`src/rtl/secded_pkg.sv`:
```
package secded_pkg;
  localparam int DW    = 32;
  localparam int PW    = 6;
  localparam int CW    = PW + 1;
  localparam int NPOS  = DW + PW;
  localparam int SYN_W = CW;

  typedef enum logic [1:0] {ST_IDLE, ST_READ, ST_MERGE, ST_RESP} wrap_state_e;

  function automatic logic is_data_pos(input int pos);
    return (pos & (pos - 1)) != 0;
  endfunction

  // Position parities over data bits placed at non-power-of-two positions.
  function automatic logic [PW-1:0] pos_parity(input logic [DW-1:0] d);
    logic [PW-1:0] p;
    int idx;
    p   = '0;
    idx = 0;
    for (int pos = 1; pos <= NPOS; pos++) begin
      if (is_data_pos(pos)) begin
        for (int k = 0; k < PW; k++) begin
          if (pos[k]) p[k] = p[k] ^ d[idx];
        end
        idx++;
      end
    end
    return p;
  endfunction

  // Invert the data bit sitting at Hamming position syn (if it is a data position).
  function automatic logic [DW-1:0] fix_bit(input logic [DW-1:0] d, input logic [PW-1:0] syn);
    logic [DW-1:0] r;
    int idx;
    r   = d;
    idx = 0;
    for (int pos = 1; pos <= NPOS; pos++) begin
      if (is_data_pos(pos)) begin
        if (syn == pos[PW-1:0]) r[idx] = ~r[idx];
        idx++;
      end
    end
    return r;
  endfunction

  function automatic logic [DW-1:0] inj_mask(input logic [1:0] code);
    case (code)
      2'b01:   return 32'h0000_0001;
      2'b10:   return 32'h0000_0003;
      default: return '0;
    endcase
  endfunction
endpackage

```
`src/rtl/secded_enc.sv`:
```
module secded_enc
  import secded_pkg::*;
(
  input  logic [DW-1:0] data_in,
  output logic [CW-1:0] check_out
);
  logic [PW-1:0] ppar;

  always_comb begin
    ppar      = pos_parity(data_in);
    check_out = {ppar, (^data_in) ^ (^ppar)};
  end
endmodule

```
`src/rtl/secded_dec.sv`:
```
module secded_dec
  import secded_pkg::*;
(
  input  logic [DW+CW-1:0] code_in,
  output logic [DW-1:0]    data_out,
  output logic [SYN_W-1:0] syndrome,
  output logic             err_single,
  output logic             err_double
);
  logic [DW-1:0] raw;
  logic [CW-1:0] chk;
  logic [PW-1:0] syn;
  logic          odd;
  logic          beyond;

  always_comb begin
    raw    = code_in[DW+CW-1:CW];
    chk    = code_in[CW-1:0];
    syn    = pos_parity(raw) ^ chk[CW-1:1];
    odd    = (^raw) ^ (^chk);
    beyond = syn > PW'(NPOS);
    err_single = odd && !beyond;
    err_double = (!odd && (syn != '0)) || (odd && beyond);
    syndrome   = {odd, syn};
    data_out   = err_single ? fix_bit(raw, syn) : raw;
  end
endmodule

```
`src/rtl/secded_err_log.sv`:
```
module secded_err_log
  import secded_pkg::*;
#(
  parameter int ADDR_W    = 4,
  parameter int LOG_DEPTH = 4,
  parameter int CNT_W     = 8
) (
  input  logic                         clk,
  input  logic                         rst_n,
  input  logic                         ev_single,
  input  logic                         ev_double,
  input  logic [ADDR_W-1:0]            ev_addr,
  input  logic [SYN_W-1:0]             ev_syn,
  input  logic [$clog2(LOG_DEPTH)-1:0] rd_addr,
  output logic [ADDR_W+SYN_W:0]        rd_entry,
  output logic [CNT_W-1:0]             err_count
);
  localparam int LOG_AW = $clog2(LOG_DEPTH);
  localparam int ENT_W  = ADDR_W + SYN_W + 1;
  localparam logic [LOG_AW-1:0] LAST = LOG_AW'(LOG_DEPTH - 1);

  logic [ENT_W-1:0]  entries [LOG_DEPTH];
  logic [LOG_AW-1:0] wptr;
  logic [CNT_W-1:0]  cnt;
  logic              ev;

  assign ev = ev_single | ev_double;

  always_ff @(posedge clk) begin
    if (!rst_n) begin
      wptr <= '0;
      cnt  <= '0;
      for (int i = 0; i < LOG_DEPTH; i++) entries[i] <= '0;
    end else if (ev) begin
      entries[wptr] <= {ev_addr, ev_double, ev_syn};
      wptr <= (wptr == LAST) ? '0 : wptr + 1'b1;
      if (cnt != '1) cnt <= cnt + 1'b1;
    end
  end

  assign rd_entry  = entries[rd_addr];
  assign err_count = cnt;


  entry_written_chk: assert property (@(posedge clk) disable iff (!rst_n)
    ev |=> entries[$past(wptr)] == {$past(ev_addr), $past(ev_double), $past(ev_syn)});

  ptr_hold_chk: assert property (@(posedge clk) disable iff (!rst_n)
    !ev |=> $stable(wptr));

  cnt_step_chk: assert property (@(posedge clk) disable iff (!rst_n)
    (ev && cnt != '1) |=> cnt == $past(cnt) + 1'b1);

  cnt_idle_chk: assert property (@(posedge clk) disable iff (!rst_n)
    !ev |=> $stable(cnt));
endmodule

```
`src/rtl/secded_mem_wrap.sv`:
```
module secded_mem_wrap
  import secded_pkg::*;
#(
  parameter int ADDR_W    = 4,
  parameter int LOG_DEPTH = 4,
  parameter int CNT_W     = 8
) (
  input  logic                         clk,
  input  logic                         rst_n,
  input  logic                         req_valid,
  output logic                         req_ready,
  input  logic                         req_write,
  input  logic [ADDR_W-1:0]            req_addr,
  input  logic [31:0]                  req_wdata,
  input  logic [3:0]                   req_be,
  input  logic [1:0]                   force_err,
  output logic                         rsp_valid,
  input  logic                         rsp_ready,
  output logic [31:0]                  rsp_rdata,
  output logic                         irq_single,
  output logic                         rst_req,
  input  logic [$clog2(LOG_DEPTH)-1:0] log_raddr,
  output logic [ADDR_W+SYN_W:0]        log_rdata,
  output logic [CNT_W-1:0]             err_count
);
  localparam int DEPTH = 1 << ADDR_W;
  localparam int BYTES = DW / 8;
  localparam int WW    = DW + CW;

  wrap_state_e       state;
  logic [WW-1:0]     mem [DEPTH];
  logic [WW-1:0]     rd_word;
  logic [ADDR_W-1:0] op_addr;
  logic [DW-1:0]     op_wdata;
  logic [BYTES-1:0]  op_be;
  logic [1:0]        op_force;
  logic [DW-1:0]     rsp_q;
  logic              irq_q, rst_q;

  logic              accept, full_be, full_wr;
  logic [DW-1:0]     dec_data, merged, enc_data;
  logic [CW-1:0]     enc_check;
  logic [SYN_W-1:0]  dec_syn;
  logic              dec_single, dec_double, dec_live;
  logic              mem_we;
  logic [ADDR_W-1:0] mem_waddr;
  logic [1:0]        wr_force;

  assign accept  = req_valid && req_ready;
  assign full_be = &req_be;
  assign full_wr = accept && req_write && full_be;

  secded_dec u_dec (
    .code_in    (rd_word),
    .data_out   (dec_data),
    .syndrome   (dec_syn),
    .err_single (dec_single),
    .err_double (dec_double)
  );

  for (genvar b = 0; b < BYTES; b++) begin : g_merge
    assign merged[8*b +: 8] = op_be[b] ? op_wdata[8*b +: 8] : dec_data[8*b +: 8];
  end

  assign enc_data  = (state == ST_MERGE) ? merged : req_wdata;
  assign mem_waddr = (state == ST_MERGE) ? op_addr : req_addr;
  assign wr_force  = (state == ST_MERGE) ? op_force : force_err;
  assign mem_we    = full_wr || (state == ST_MERGE);
  assign dec_live  = (state == ST_READ) || (state == ST_MERGE);

  secded_enc u_enc (
    .data_in   (enc_data),
    .check_out (enc_check)
  );

  always_ff @(posedge clk) begin
    if (mem_we) mem[mem_waddr] <= {enc_data ^ inj_mask(wr_force), enc_check};
    if (accept && !full_wr) rd_word <= mem[req_addr];
  end

  always_ff @(posedge clk) begin
    if (!rst_n) begin
      state    <= ST_IDLE;
      op_addr  <= '0;
      op_wdata <= '0;
      op_be    <= '0;
      op_force <= '0;
      rsp_q    <= '0;
      irq_q    <= 1'b0;
      rst_q    <= 1'b0;
    end else begin
      irq_q <= dec_live && dec_single;
      rst_q <= dec_live && dec_double;
      case (state)
        ST_IDLE: begin
          if (accept && !full_wr) begin
            op_addr  <= req_addr;
            op_wdata <= req_wdata;
            op_be    <= req_be;
            op_force <= force_err;
            state    <= req_write ? ST_MERGE : ST_READ;
          end
        end
        ST_READ: begin
          rsp_q <= dec_data;
          state <= ST_RESP;
        end
        ST_MERGE: state <= ST_IDLE;
        ST_RESP:  if (rsp_ready) state <= ST_IDLE;
        default:  state <= ST_IDLE;
      endcase
    end
  end

  assign req_ready  = (state == ST_IDLE);
  assign rsp_valid  = (state == ST_RESP);
  assign rsp_rdata  = rsp_q;
  assign irq_single = irq_q;
  assign rst_req    = rst_q;

  secded_err_log #(
    .ADDR_W    (ADDR_W),
    .LOG_DEPTH (LOG_DEPTH),
    .CNT_W     (CNT_W)
  ) u_log (
    .clk       (clk),
    .rst_n     (rst_n),
    .ev_single (dec_live && dec_single),
    .ev_double (dec_live && dec_double),
    .ev_addr   (op_addr),
    .ev_syn    (dec_syn),
    .rd_addr   (log_raddr),
    .rd_entry  (log_rdata),
    .err_count (err_count)
  );


  read_lat_chk: assert property (@(posedge clk) disable iff (!rst_n)
    (accept && !req_write) |=> !rsp_valid ##1 rsp_valid);

  rmw_stall_chk: assert property (@(posedge clk) disable iff (!rst_n)
    (accept && req_write && !full_be) |=> !req_ready ##1 req_ready);

  full_wr_chk: assert property (@(posedge clk) disable iff (!rst_n)
    full_wr |=> req_ready);

  irq_pulse_chk: assert property (@(posedge clk) disable iff (!rst_n)
    irq_single |=> !irq_single);

  sev_excl_chk: assert property (@(posedge clk) disable iff (!rst_n)
    !(irq_single && rst_req));

  rsp_hold_chk: assert property (@(posedge clk) disable iff (!rst_n)
    (rsp_valid && !rsp_ready) |=> rsp_valid && $stable(rsp_rdata) && !req_ready);
endmodule

```
`config.mk`:
```
export PLATFORM = sky130hd
export DESIGN_NAME = secded_mem_wrap
export DESIGN_NICKNAME = d
export VERILOG_FILES = /design/src/rtl/secded_pkg.sv /design/src/rtl/secded_enc.sv /design/src/rtl/secded_dec.sv /design/src/rtl/secded_err_log.sv /design/src/rtl/secded_mem_wrap.sv
export SDC_FILE = /design/constraint.sdc
export NUM_CORES = 1
export LEC_CHECK = 0
export BUFFER_PORTS_ARGS = -buffer_cell sky130_fd_sc_hd__buf_2
export CAP_MARGIN = 20
export CORE_MARGIN = 2
export CORE_UTILIZATION = 45
export CTS_BUF_LIST = sky130_fd_sc_hd__clkbuf_16
export CTS_CLUSTER_DIAMETER = 120
export DETAILED_ROUTE_END_ITERATION = 7
export PLACE_DENSITY = 0.71
export SLEW_MARGIN = 5
export SYNTH_ARGS = -nofsm -noshare
export SYNTH_HDL_FRONTEND = slang
export SYNTH_HIERARCHICAL = 1
export SYNTH_SLANG_ARGS = --single-unit
```
`constraint.sdc`:
```
create_clock -name clk -period 5 [get_ports clk]
set_input_delay 0.75 -clock clk [delete_from_list [all_inputs] [get_ports clk]]
set_output_delay 0.75 -clock clk [all_outputs]
set_load 0.02 [all_outputs]
```
== Yosys cells after proc, flatten, opt, wreduce, memory -nomap -nowiden ==
Memories as Yosys holds them, arrays and structs flattened. A register that Yosys moved wholly into a read port is not among the register bits.
Index checks and enable logic that the tools add are counted.
Operators by class
  shift operators: 0
  reduce and logical (&&, ||, !) cells: 26
  order comparisons: 1
  muxes and demuxes: 56
  $mul: 0
  div/mod/pow operators: 0
  add/subtract/negate cells: 2
  equality and inequality tests: 41
  bitwise logic cells: 205
Operators by type and width (count)
  1-bit bitwise XOR: 170
  32-bit 2-to-1 mux: 4
  6-bit by 5-bit equality test with 1-bit output (second input constant): 15
  32-bit parity: 2
  6-bit by 4-bit equality test with 1-bit output (second input constant): 7
  8-bit 2-to-1 mux: 5
  6-bit equality test (second input constant): 6
  1-bit NOT: 32
  32-bit bitwise XOR: 1
  31-bit 2-to-1 mux: 1
  30-bit 2-to-1 mux: 1
  29-bit 2-to-1 mux: 1
  28-bit 2-to-1 mux: 1
  27-bit 2-to-1 mux: 1
  26-bit 2-to-1 mux: 1
  25-bit 2-to-1 mux: 1
  12-bit 2-to-1 mux: 2
  24-bit 2-to-1 mux: 1
  23-bit 2-to-1 mux: 1
  22-bit 2-to-1 mux: 1
  21-bit 2-to-1 mux: 1
  20-bit 2-to-1 mux: 1
  19-bit 2-to-1 mux: 1
  6-bit by 3-bit equality test with 1-bit output (second input constant): 3
  38 further kinds: 71
Storage, ports and cells
  bits of input ports: 49
  bits in read-only memories: 0
  latch bits: 0
  bits in writable memories: 672
  register bits after elaboration: 88
  memories kept: 2
Memory list
  mem: words 16, width 39, rd ports 1, clocked after memory_dff 1, wr ports 1, line secded_mem_wrap.sv:31  | logic [WW-1:0] mem [DEPTH];
  u_log.entries: words 4, width 12, rd ports 1, clocked after memory_dff 0, wr ports 4, line secded_err_log.sv:22  | logic [ENT_W-1:0] entries [LOG_DEPTH];

== Longest topological paths before layout ==
Gate-level depths: netlist of run 1.
  depth after elaboration: 73
  depth in mapped cells: 15
  gate-level depth less buffers: 15

== Cells and area by module ==
The synthesis of run 1 kept the hierarchy.
Modules (own cells, without submodules)
  secded_mem_wrap: cells an instance 1461, instances 1, area each 28135.7 um2, sequential area each 21470.6 um2
  secded_err_log: cells an instance 182, instances 1, area each 2622.5 um2, sequential area each 1641.6 um2
  secded_dec: cells an instance 155, instances 1, area each 1438.9 um2, sequential area each 0.0 um2
  secded_enc: cells an instance 56, instances 1, area each 683.2 um2, sequential area each 0.0 um2

== Worst setup path before layout of run 1 ==
Ideal clock, no wire load.
  path kind: register to register
  start point: reg rd_word[38] (read register of mem)
  end point: mem mem[0][0] in the netlist's numbering, data pin
  setup slack: -0.425 ns
  arrival: 5.111 ns
  setup time: 0.314 ns
  required time: 4.686 ns
  period minus slack after synthesis: 5.425 ns
  path buffers: 0
  stages on the path, launching flop included: 15
  cells stage by stage: edfxtp_1 > xor2_1 > xnor3_1 > xor3_1 > xnor3_2 > nand3_4 > nor2_1 > xor2_1 > mux2i_1 > a21oi_1 > xnor3_1 > xnor3_2 > xor3_2 > xnor2_2 > xnor3_1
On the way
  elaborated cells between the ends (all ways): 167
  classes of those cells: order compare: 1; eq/ne: 32; mux: 38; bitwise: 91; reduce/logical: 5
RTL lines
  start: declaration: line secded_mem_wrap.sv:32  | logic [WW-1:0] rd_word;
  32-bit parity: line secded_dec.sv:20  | odd = (^raw) ^ (^chk);
  1-bit bitwise XOR: line secded_dec.sv:20
  via u_dec.odd: line secded_dec.sv:13  | logic odd;
  1-bit logical AND: line secded_dec.sv:22  | err_single = odd && !beyond;
  32-bit 2-to-1 mux: line secded_dec.sv:25  | data_out = err_single ? fix_bit(raw, syn) : raw;
  via dec_data[17]: line secded_mem_wrap.sv:41  | logic [DW-1:0] dec_data, merged, enc_data;
  8-bit 2-to-1 mux: line secded_mem_wrap.sv:62  | assign merged[8*b +: 8] = op_be[b] ? op_wdata[8*b +: 8] : dec_data[8*b +: 8];
  32-bit 2-to-1 mux: line secded_mem_wrap.sv:65  | assign enc_data = (state == ST_MERGE) ? merged : req_wdata;
  via enc_data[17]: line secded_mem_wrap.sv:41
  1-bit bitwise XOR (8 in series): line secded_pkg.sv:23  | if (pos[k]) p[k] = p[k] ^ d[idx];
  via enc_check[3]: line secded_mem_wrap.sv:42  | logic [CW-1:0] enc_check;
  6-bit parity: line secded_enc.sv:11  | check_out = {ppar, (^data_in) ^ (^ppar)};
  1-bit bitwise XOR: line secded_enc.sv:11
  via enc_check[0]: line secded_mem_wrap.sv:42
  end: declaration: line secded_mem_wrap.sv:31
The timed path passes the listed nets, and every way through them passes these cells.

== Final worst setup path of run 1 ==
  start point: reg rd_word[22] (read register of mem)
  end point: mem mem[10][0] in the netlist's numbering, data pin
On the way
  elaborated cells between the ends (all ways): 194
  classes of those cells: order compare: 1; eq/ne: 32; mux: 38; bitwise: 118; reduce/logical: 5
RTL lines
  1-bit bitwise XOR * (9 in series): line secded_pkg.sv:23
  6-bit bitwise XOR *: line secded_dec.sv:19  | syn = pos_parity(raw) ^ chk[CW-1:1];
  via dec_syn[0]: line secded_mem_wrap.sv:43  | logic [SYN_W-1:0] dec_syn;
  6-bit by 5-bit equality test with 1-bit output: line secded_pkg.sv:39  | if (syn == pos[PW-1:0]) r[idx] = ~r[idx];
  22-bit 2-to-1 mux: line secded_pkg.sv:39
  23-bit 2-to-1 mux: line secded_pkg.sv:39
  24-bit 2-to-1 mux: line secded_pkg.sv:39
  25-bit 2-to-1 mux: line secded_pkg.sv:39
  [... 8 more ...]
  via dec_data[21]: line secded_mem_wrap.sv:41
  8-bit 2-to-1 mux *: line secded_mem_wrap.sv:62
  32-bit 2-to-1 mux *: line secded_mem_wrap.sv:65
  via enc_data[21]: line secded_mem_wrap.sv:41
  1-bit bitwise XOR (6 in series): line secded_pkg.sv:23
  6-bit parity: line secded_enc.sv:11
  1-bit bitwise XOR *: line secded_enc.sv:11
  via enc_check[0]: line secded_mem_wrap.sv:42
Mark *: on every way through the listed nets, which the timed path passes. The rest lies on a longest branch.

==> flow_metrics.env, run 1 <==
export IMPL_status="complete, but fails checks"
export IMPL_violations="negative setup slack"
export IMPL_fp_dieH_microns=274
export IMPL_setup_viol=16
export IMPL_ys_seq_area_share_pct=70.3
export IMPL_ctsLongestPathBuffers=3
export IMPL_hold_viol_final=0
export IMPL_r2r_slack_ns=-0.13
export IMPL_ys_dominant_reg_cell="edfxtp_1"
export IMPL_ys_ff_latch=799
export IMPL_via_per_inst=5.87
export IMPL_syn_inst=1854
export IMPL_clock_sinks=799
export IMPL_power_mw=28.9
export IMPL_maxSlewViolCount=0
export IMPL_wl_microns=83600
export IMPL_netlist_area_sq_um=32900
export IMPL_grt_pass1_vias=18500
export IMPL_hold_path_class="input port to register"
export IMPL_max_stage_delay_ns=0.48
export IMPL_grt_max_degree=68
export IMPL_ys_async_sr_fraction_pct=0
export IMPL_drive_gt1_share_pct=32.8
export IMPL_leakage_nw=13.6
export IMPL_dr_first_iter_drc_count=2081
export IMPL_crit_type="register to register"
export IMPL_die_x_microns=274
export IMPL_relSlewSlack_pct=28.8
export IMPL_cts_made_buffers=80
export IMPL_rows=99
export IMPL_core_area_sq_um=72600
export IMPL_syn_avg_cell_area_sq_um=17.7
export IMPL_crit_path_top_delay_cell="xnor3_2"
export IMPL_regToRegEndpoint="mem[10][0]"
export IMPL_syn_nets=1910
export IMPL_first_pass_iters=6
export IMPL_synth_edf_count=711
export IMPL_gr_total_overflow=0
export IMPL_crit_start="rd_word[22]"
export IMPL_cap_violations=0
export IMPL_h_tree_depth=3
export IMPL_worstPathMaxFanout=8
export IMPL_track_usage_pct=22.2
export IMPL_cts_root_buf="clkbuf_16"
export IMPL_place_ws_ns=-0.412
export IMPL_r2r_cells=17
export IMPL_final_core_util_pct=54.1
export IMPL_mostFrequentLayoutCell="edfxtp_1"
export IMPL_final_cells=3157
export IMPL_die_area_sq_um=75200
export IMPL_antenna_found_initial=3
export IMPL_ant_nets=0
export IMPL_multiInputGateArea_sq_um=10100
export IMPL_cp_endpoint="mem[10][0]"
export IMPL_dp_cells=2966
export IMPL_numPortBuffers=104
export IMPL_area_delta_synth_final_pct=19.4
export IMPL_power_density_nw_per_um2=736
export IMPL_cp_cell_sequence="xnor3_1 > xnor3_1 > xnor2_1 > xor2_1 > buf_4 > inv_2 > nand3_4 > buf_6 > nor2_4 > xor2_2 > mux2i_2 > a21oi_2 > xor2_2 > xnor2_2 > xnor3_1 > xnor3_2 > xnor3_2"
export IMPL_tightestPinTransition_ns=1.06
export IMPL_fillCellCount=5554
export IMPL_path_common_cell="xnor3_1"
export IMPL_rsz0062_at_grt="yes"
export IMPL_end_kind="register"
export IMPL_start_util_pct=45.3
export IMPL_cts_tree="done"
export IMPL_fmax_mhz=195
export IMPL_post_drt_wl_per_cell_microns=26.5
export IMPL_setup_ws_ns=-0.132
export IMPL_skew_ns=0.0283
export IMPL_reg2reg_from="rd_word[22]"
export IMPL_cp_arrival_ns=5.47
export IMPL_vias=18500
export IMPL_antenna_cells=0
export IMPL_fin_crit_sh_pct=103
export IMPL_gp_congestion=0.882
export IMPL_fin_nets=2187
export IMPL_dpl_hpwl_microns=50000
export IMPL_min_period_ns=5.13
export IMPL_ios=105
export IMPL_critPathRequiredTime_ns=5.34
export IMPL_vdd_drop_max_mv=1.07
export IMPL_synth_warnings=6
export IMPL_cp_start_kind="register"
export IMPL_route_detailed_drc=0
export IMPL_final_seq_area_sq_um=23100
export IMPL_final_cell_mix="711 x edfxtp_1, 168 x mux4_2, 160 x buf_4"
export IMPL_grt_pass1_wl_microns=121000
export IMPL_synth_cell_types=58
export IMPL_cts_hold_fix_buffers=0
export IMPL_clk_latency_ns=0.63
export IMPL_clk_pin_slew_ns=0.06
what timing repair did:
action / CTS / global route
buffers inserted: 26 / 14
pin swaps: 22 / 25
endpoints found under the setup margin: 48 / 32
gates cloned: 1 / 2
gates resized for setup: 50 / 55
where the power goes:
| part | internal (mW) | switching [mW] |
|---|---|---|
| combinational | 5.14 | 7.43 |
| clock | 3.41 | 2.52 |
| sequential | 10.2 | 0.240 |
worst max-delay path: cells and delay by family, from the launching register on:
family | cells | cell delay (ns)
compound gates | 1 | 0.24
xor+xnor | 10 | 3.22
buf+inv | 3 | 0.53
flops | 1 | 0.43
mux | 1 | 0.11
simple gates | 2 | 0.31
cells in the mapped netlist (all sizes together), types with 2 or more instances:
master	count	area share [%]
nand3b	2	0.095
nand2	145	1.7
a22oi	76	1.7
a211oi	3	0.068
xnor2	69	2.0
nor3b	4	0.12
inv	13	0.15
nor2	122	1.4
ha	7	0.27
nor3	5	0.091
edfxtp	711	65
mux2	2	0.068
dfxtp	88	5.4
o41ai	2	0.053
and2	54	1.0
nand3	6	0.17
clkbuf	44	0.50
a31oi	7	0.13
xnor3	30	2.1
o21ai	6	0.10
and3	4	0.076
a311oi	2	0.053
nor2b	5	0.095
mux4	168	12
mux2i	70	2.1
buf	53	0.88
nand2b	7	0.13
or3	3	0.057
xor2	47	1.3
xor3	3	0.22
a21oi	82	1.2
layout make-up:
class / count / area share (%)
tap: 959 / 3.06
timing repair buffer: 289 / 5.47
clock buffer: 82 / 5.23
inverter: 13 / 0.128
clock inverter: 67 / 1.45
multi-input combinational: 948 / 25.8
sequential: 799 / 58.9
cell families (layout without fill, tap and decap cells):
kind of cell / count (synthesis) / count (layout) / share of synthesized area, %
flops: 799 / 799 / 70.3
xor+xnor: 149 / 150 / 5.50
buf+inv: 110 / 451 / 1.53
simple gates: 363 / 365 / 5.07
mux: 240 / 240 / 13.7
compound gates: 186 / 186 / 3.63
fa+ha+maj: 7 / 7 / 0.266
flip-flops by register name, summed over array words and instances (netlist names), 2 cells and up:
| register | count |
|---|---|
| state | 2 |
| rsp_rdata | 32 |
| u_log/err_count | 8 |
| u_log/wptr | 2 |
| op_be | 4 |
| op_addr | 4 |
| u_log/entries | 48 |
| op_wdata | 32 |
| rd_word | 39 |
| mem | 624 |
| op_force | 2 |
metal layers:
| metal | vias to the layer above | part of all wire [%] | track usage, % |
|---|---|---|---|
| met5 | - | 0.049 | 0 |
| met4 | 6 | 2.7 | 6.25 |
| met3 | 157 | 12 | 6.21 |
| met2 | 1032 | 46 | 34.1 |
| met1 | 9553 | 39 | 31.1 |
| li1 | 7781 | - | - |
worst min-delay path by stage:
| stage | start | endpoint | slack (ns) | depth (start not counted) |
|---|---|---|---|---|
| after floorplan | op_force[1] | op_force[1] | 0.43 | 2 |
| after global placement | op_force[1] | op_force[1] | 0.44 | 2 |
| after detailed placement | op_force[1] | op_force[1] | 0.45 | 2 |
| after CTS | req_be[0] | op_be[0] | 0.36 | 3 |
| after global routing | force_err[1] | op_force[1] | 0.38 | 3 |
| final | req_be[0] | op_be[0] | 0.37 | 3 |
per-stage QoR:
step | TNS [ns] | instance area (sq um) | hold slack, ns
after global routing | -3.71 | 39200 | 0.378
after detailed placement | -9.50 | 35700 | 0.448
final | -1.89 | 39200 | 0.373
after CTS | 0 | 38800 | 0.356
after global placement | -3.18 | 35700 | 0.442
after floorplan | 0 | 33000 | 0.433
Note: power is estimated with default switching activity, not from simulation.
==> inputs of run 2 (changes only) <==
--- a/config.mk
+++ b/config.mk
@@ -13,6 +13,7 @@
 export CTS_CLUSTER_DIAMETER = 120
 export DETAILED_ROUTE_END_ITERATION = 7
 export PLACE_DENSITY = 0.71
+export SETUP_SLACK_MARGIN = 0.5
 export SLEW_MARGIN = 5
 export SYNTH_ARGS = -nofsm -noshare
 export SYNTH_HDL_FRONTEND = slang
==> run 2 against run 1 <==
- the run still ends with negative setup slack left
- sequential share of layout area shrank 0.99 points
- first-iteration DRC count grew 10%
- critical path depth shrank 1
- maximum frequency shrank 0.89%
- wire length grew 3.6%
- clock skew grew 0.0089 ns
- flip-flop and latch count is the same
- non-clock buffer count grew 53
- register-to-register slack lost 0.05 ns
- via count grew 1.2%
- critical endpoint unchanged
- largest power group unchanged
==> flow_metrics.env, run 2 (same netlist as run 1, synthesis figures left out) <==
export IMPL_status="complete, but fails checks"
export IMPL_violations="negative setup slack"
export IMPL_dr_first_iter_drc_count=2290
export IMPL_grt_max_degree=78
export IMPL_top_layer="met5"
export IMPL_via_per_inst=5.84
export IMPL_crit_path_top_delay_cell="xnor3_2"
export IMPL_gr_total_overflow=0
export IMPL_rsz0062_at_grt="yes"
export IMPL_final_cell_mix="711 x edfxtp_1, 213 x buf_4, 168 x mux4_2"
export IMPL_fp_dieH_microns=274
export IMPL_fin_tns_setup_ns=-2.72
export IMPL_ant_nets=0
export IMPL_min_period_ns=5.18
export IMPL_track_usage_pct=23.0
export IMPL_crit_type="register to register"
export IMPL_final_core_util_pct=55.0
export IMPL_cp_cell_sequence="xnor2_2 > xnor3_2 > xor3_1 > xnor3_2 > buf_4 > nand3_4 > buf_4 > nor2_1 > xor2_1 > mux2i_1 > a21oi_2 > xor2_1 > xnor2_1 > xnor3_1 > xnor3_2 > xnor3_2"
export IMPL_cp_start_kind="register"
export IMPL_drive_gt1_share_pct=35.8
export IMPL_cp_buffers_inverters=2
export IMPL_r2r_slack_ns=-0.18
export IMPL_tightestPinTransition_ns=1.08
export IMPL_core_area_sq_um=72600
export IMPL_end_kind="register"
export IMPL_rows=99
export IMPL_cts_hold_fix_buffers=0
export IMPL_final_area_sq_um=39900
export IMPL_final_cells=3210
export IMPL_die_x_microns=274
export IMPL_fmax_mhz=193
export IMPL_skew_ns=0.0372
export IMPL_multiInputGateArea_sq_um=10400
export IMPL_clock_sinks=799
export IMPL_area_delta_synth_final_pct=21.4
export IMPL_start_util_pct=45.3
export IMPL_cts_root_buf="clkbuf_16"
export IMPL_die_area_sq_um=75200
export IMPL_worstPathMaxFanout=8
export IMPL_power_density_nw_per_um2=766
export IMPL_fin_nets=2240
export IMPL_path_common_cell="xnor3_2"
export IMPL_ctsLongestPathBuffers=3
export IMPL_h_tree_depth=3
export IMPL_hold_path_class="input port to register"
export IMPL_hold_viol_final=0
export IMPL_cp_top_family="XOR/XNOR gates"
export IMPL_place_ws_ns=-0.454
export IMPL_cap_violations=0
export IMPL_route_detailed_drc=0
export IMPL_wl_microns=86600
export IMPL_fin_crit_sh_pct=104
export IMPL_pwr_share_comb_pct=46.1
export IMPL_regToRegEndpoint="mem[10][0]"
export IMPL_reg_largest_list="mem: 624 flops, u_log/entries: 48 flops, rd_word: 39 flops"
export IMPL_grt_pass1_wl_microns=124000
export IMPL_dp_cells=2981
export IMPL_timing_hold_worst_start="force_err[1]"
export IMPL_cts_tree="done"
export IMPL_wl_met1_microns=35100
export IMPL_maxSlewViolCount=0
export IMPL_min_to="op_force[1]"
export IMPL_clk_latency_ns=0.66
export IMPL_dpl_hpwl_microns=52900
export IMPL_p_sw_mw=10.5
export IMPL_post_drt_wl_per_cell_microns=27.0
export IMPL_switching_share_pct=34.3
export IMPL_route_met3_wl_microns=8520
export IMPL_power_mw=30.6
export IMPL_numPortBuffers=104
export IMPL_leakage_nw=13.9
export IMPL_fillCellCount=5517
export IMPL_clk_pin_slew_ns=0.06
export IMPL_regMostFlops="mem"
export IMPL_final_seq_area_sq_um=23100
export IMPL_critPathRequiredTime_ns=5.37
export IMPL_cp_arrival_ns=5.55
export IMPL_vdd_drop_max_mv=1.50
export IMPL_relSlewSlack_pct=27.6
export IMPL_gp_congestion=0.915
export IMPL_largest_reg_flops=624
export IMPL_mostFrequentLayoutCell="edfxtp_1"
export IMPL_p_int_mw=20.1
export IMPL_max_stage_delay_ns=0.49
export IMPL_met2WireLength_microns=40500
export IMPL_setup_viol=16
export IMPL_first_pass_iters=5
export IMPL_r2r_cells=16
export IMPL_hold_ws_ns=0.356
export IMPL_place_area_sq_um=35900
export IMPL_worstHoldPathCells=3
export IMPL_ios=105
export IMPL_p_seq_share_pct=34.3
export IMPL_p_clk_share_pct=19.6
export IMPL_antenna_found_initial=1
export IMPL_cts_made_buffers=80
export IMPL_grt_pass1_vias=18600
export IMPL_setup_ws_ns=-0.178
export IMPL_reg2reg_from="rd_word[20]"
export IMPL_vias=18800
-- run 2: cell types whose count changed in the layout (fill, tap and decap cells not counted), moves of 4 or more --
cell,previous run,this run
buf_12,14,8
nor2_2,3,11
xor2_2,18,22
buf_4,160,213
xnor2_1,47,35
nor2_4,34,28
xnor2_4,3,10
a21oi_2,21,15
a21oi_1,56,51
buf_6,11,18
a21oi_4,5,16
xnor2_2,19,24
-- run 2: area by class of cell --
| cell class | count | share of cell area [%] |
|---|---|---|
| inverter | 13 | 0.135 |
| antenna | 2 | 0.0125 |
| tap | 959 | 3.01 |
| clock buffer | 82 | 5.14 |
| timing repair inverter | 1 | 0.0188 |
| clock inverter | 65 | 1.53 |
| multi-input combinational | 947 | 26.0 |
| timing repair buffer | 342 | 6.23 |
| sequential | 799 | 57.9 |
-- run 2: power by group through the flow --
| stage | combinational [mW] | clock, mW | sequential [mW] |
|---|---|---|---|
| 2_1_floorplan | 6.20 | 0 | 10.5 |
| 3_3_place_gp | 9.45 | 0 | 10.4 |
| 3_5_place_dp | 9.70 | 0 | 10.3 |
| 4_1_cts | 12.5 | 6.07 | 10.5 |
| 5_1_grt | 14.8 | 6.35 | 10.5 |
| 6_report | 14.1 | 6.01 | 10.5 |
-- run 2: how the worst max path moves through the flow --
stage	startpoint	endpoint	slack (ns)	depth (start not counted)
6_report	rd_word[20]	mem[10][0]	-0.18	16
3_3_place_gp	rd_word[18]	mem[2][0]	-0.36	17
5_1_grt	rd_word[19]	mem[0][0]	-0.26	19
4_1_cts	rd_word[8]	mem[8][0]	-0.07	18
2_1_floorplan	rd_word[20]	mem[0][0]	0.29	14
3_5_place_dp	rd_word[37]	mem[0][0]	-0.45	17
-- run 2: timing repair --
item | CTS | global route
cloned | 4 | 0
resized for setup | 78 | 62
buffers inserted | 48 | 28
endpoints found under the setup margin | 96 | 137
pin swaps | 51 | 38
-- run 2: worst reg2reg max path, cell delays in order, from the launching register on --
cell	delay [ns]
edfxtp_1	0.44
xnor2_2	0.22
xnor3_2	0.49
xor3_1	0.41
xnor3_2	0.36
buf_4	0.15
nand3_4	0.11
buf_4	0.15
nor2_1	0.13
xor2_1	0.21
mux2i_1	0.12
a21oi_2	0.23
xor2_1	0.28
xnor2_1	0.20
xnor3_1	0.48
xnor3_2	0.45
xnor3_2	0.46
-- run 2: per-layer routing --
layer | up-vias | track usage [%]
met4 | 2 | 7.22
met1 | 9793 | 32.3
met3 | 151 | 6.00
met5 | - | 0
met2 | 939 | 35.5
li1 | 7872 | -
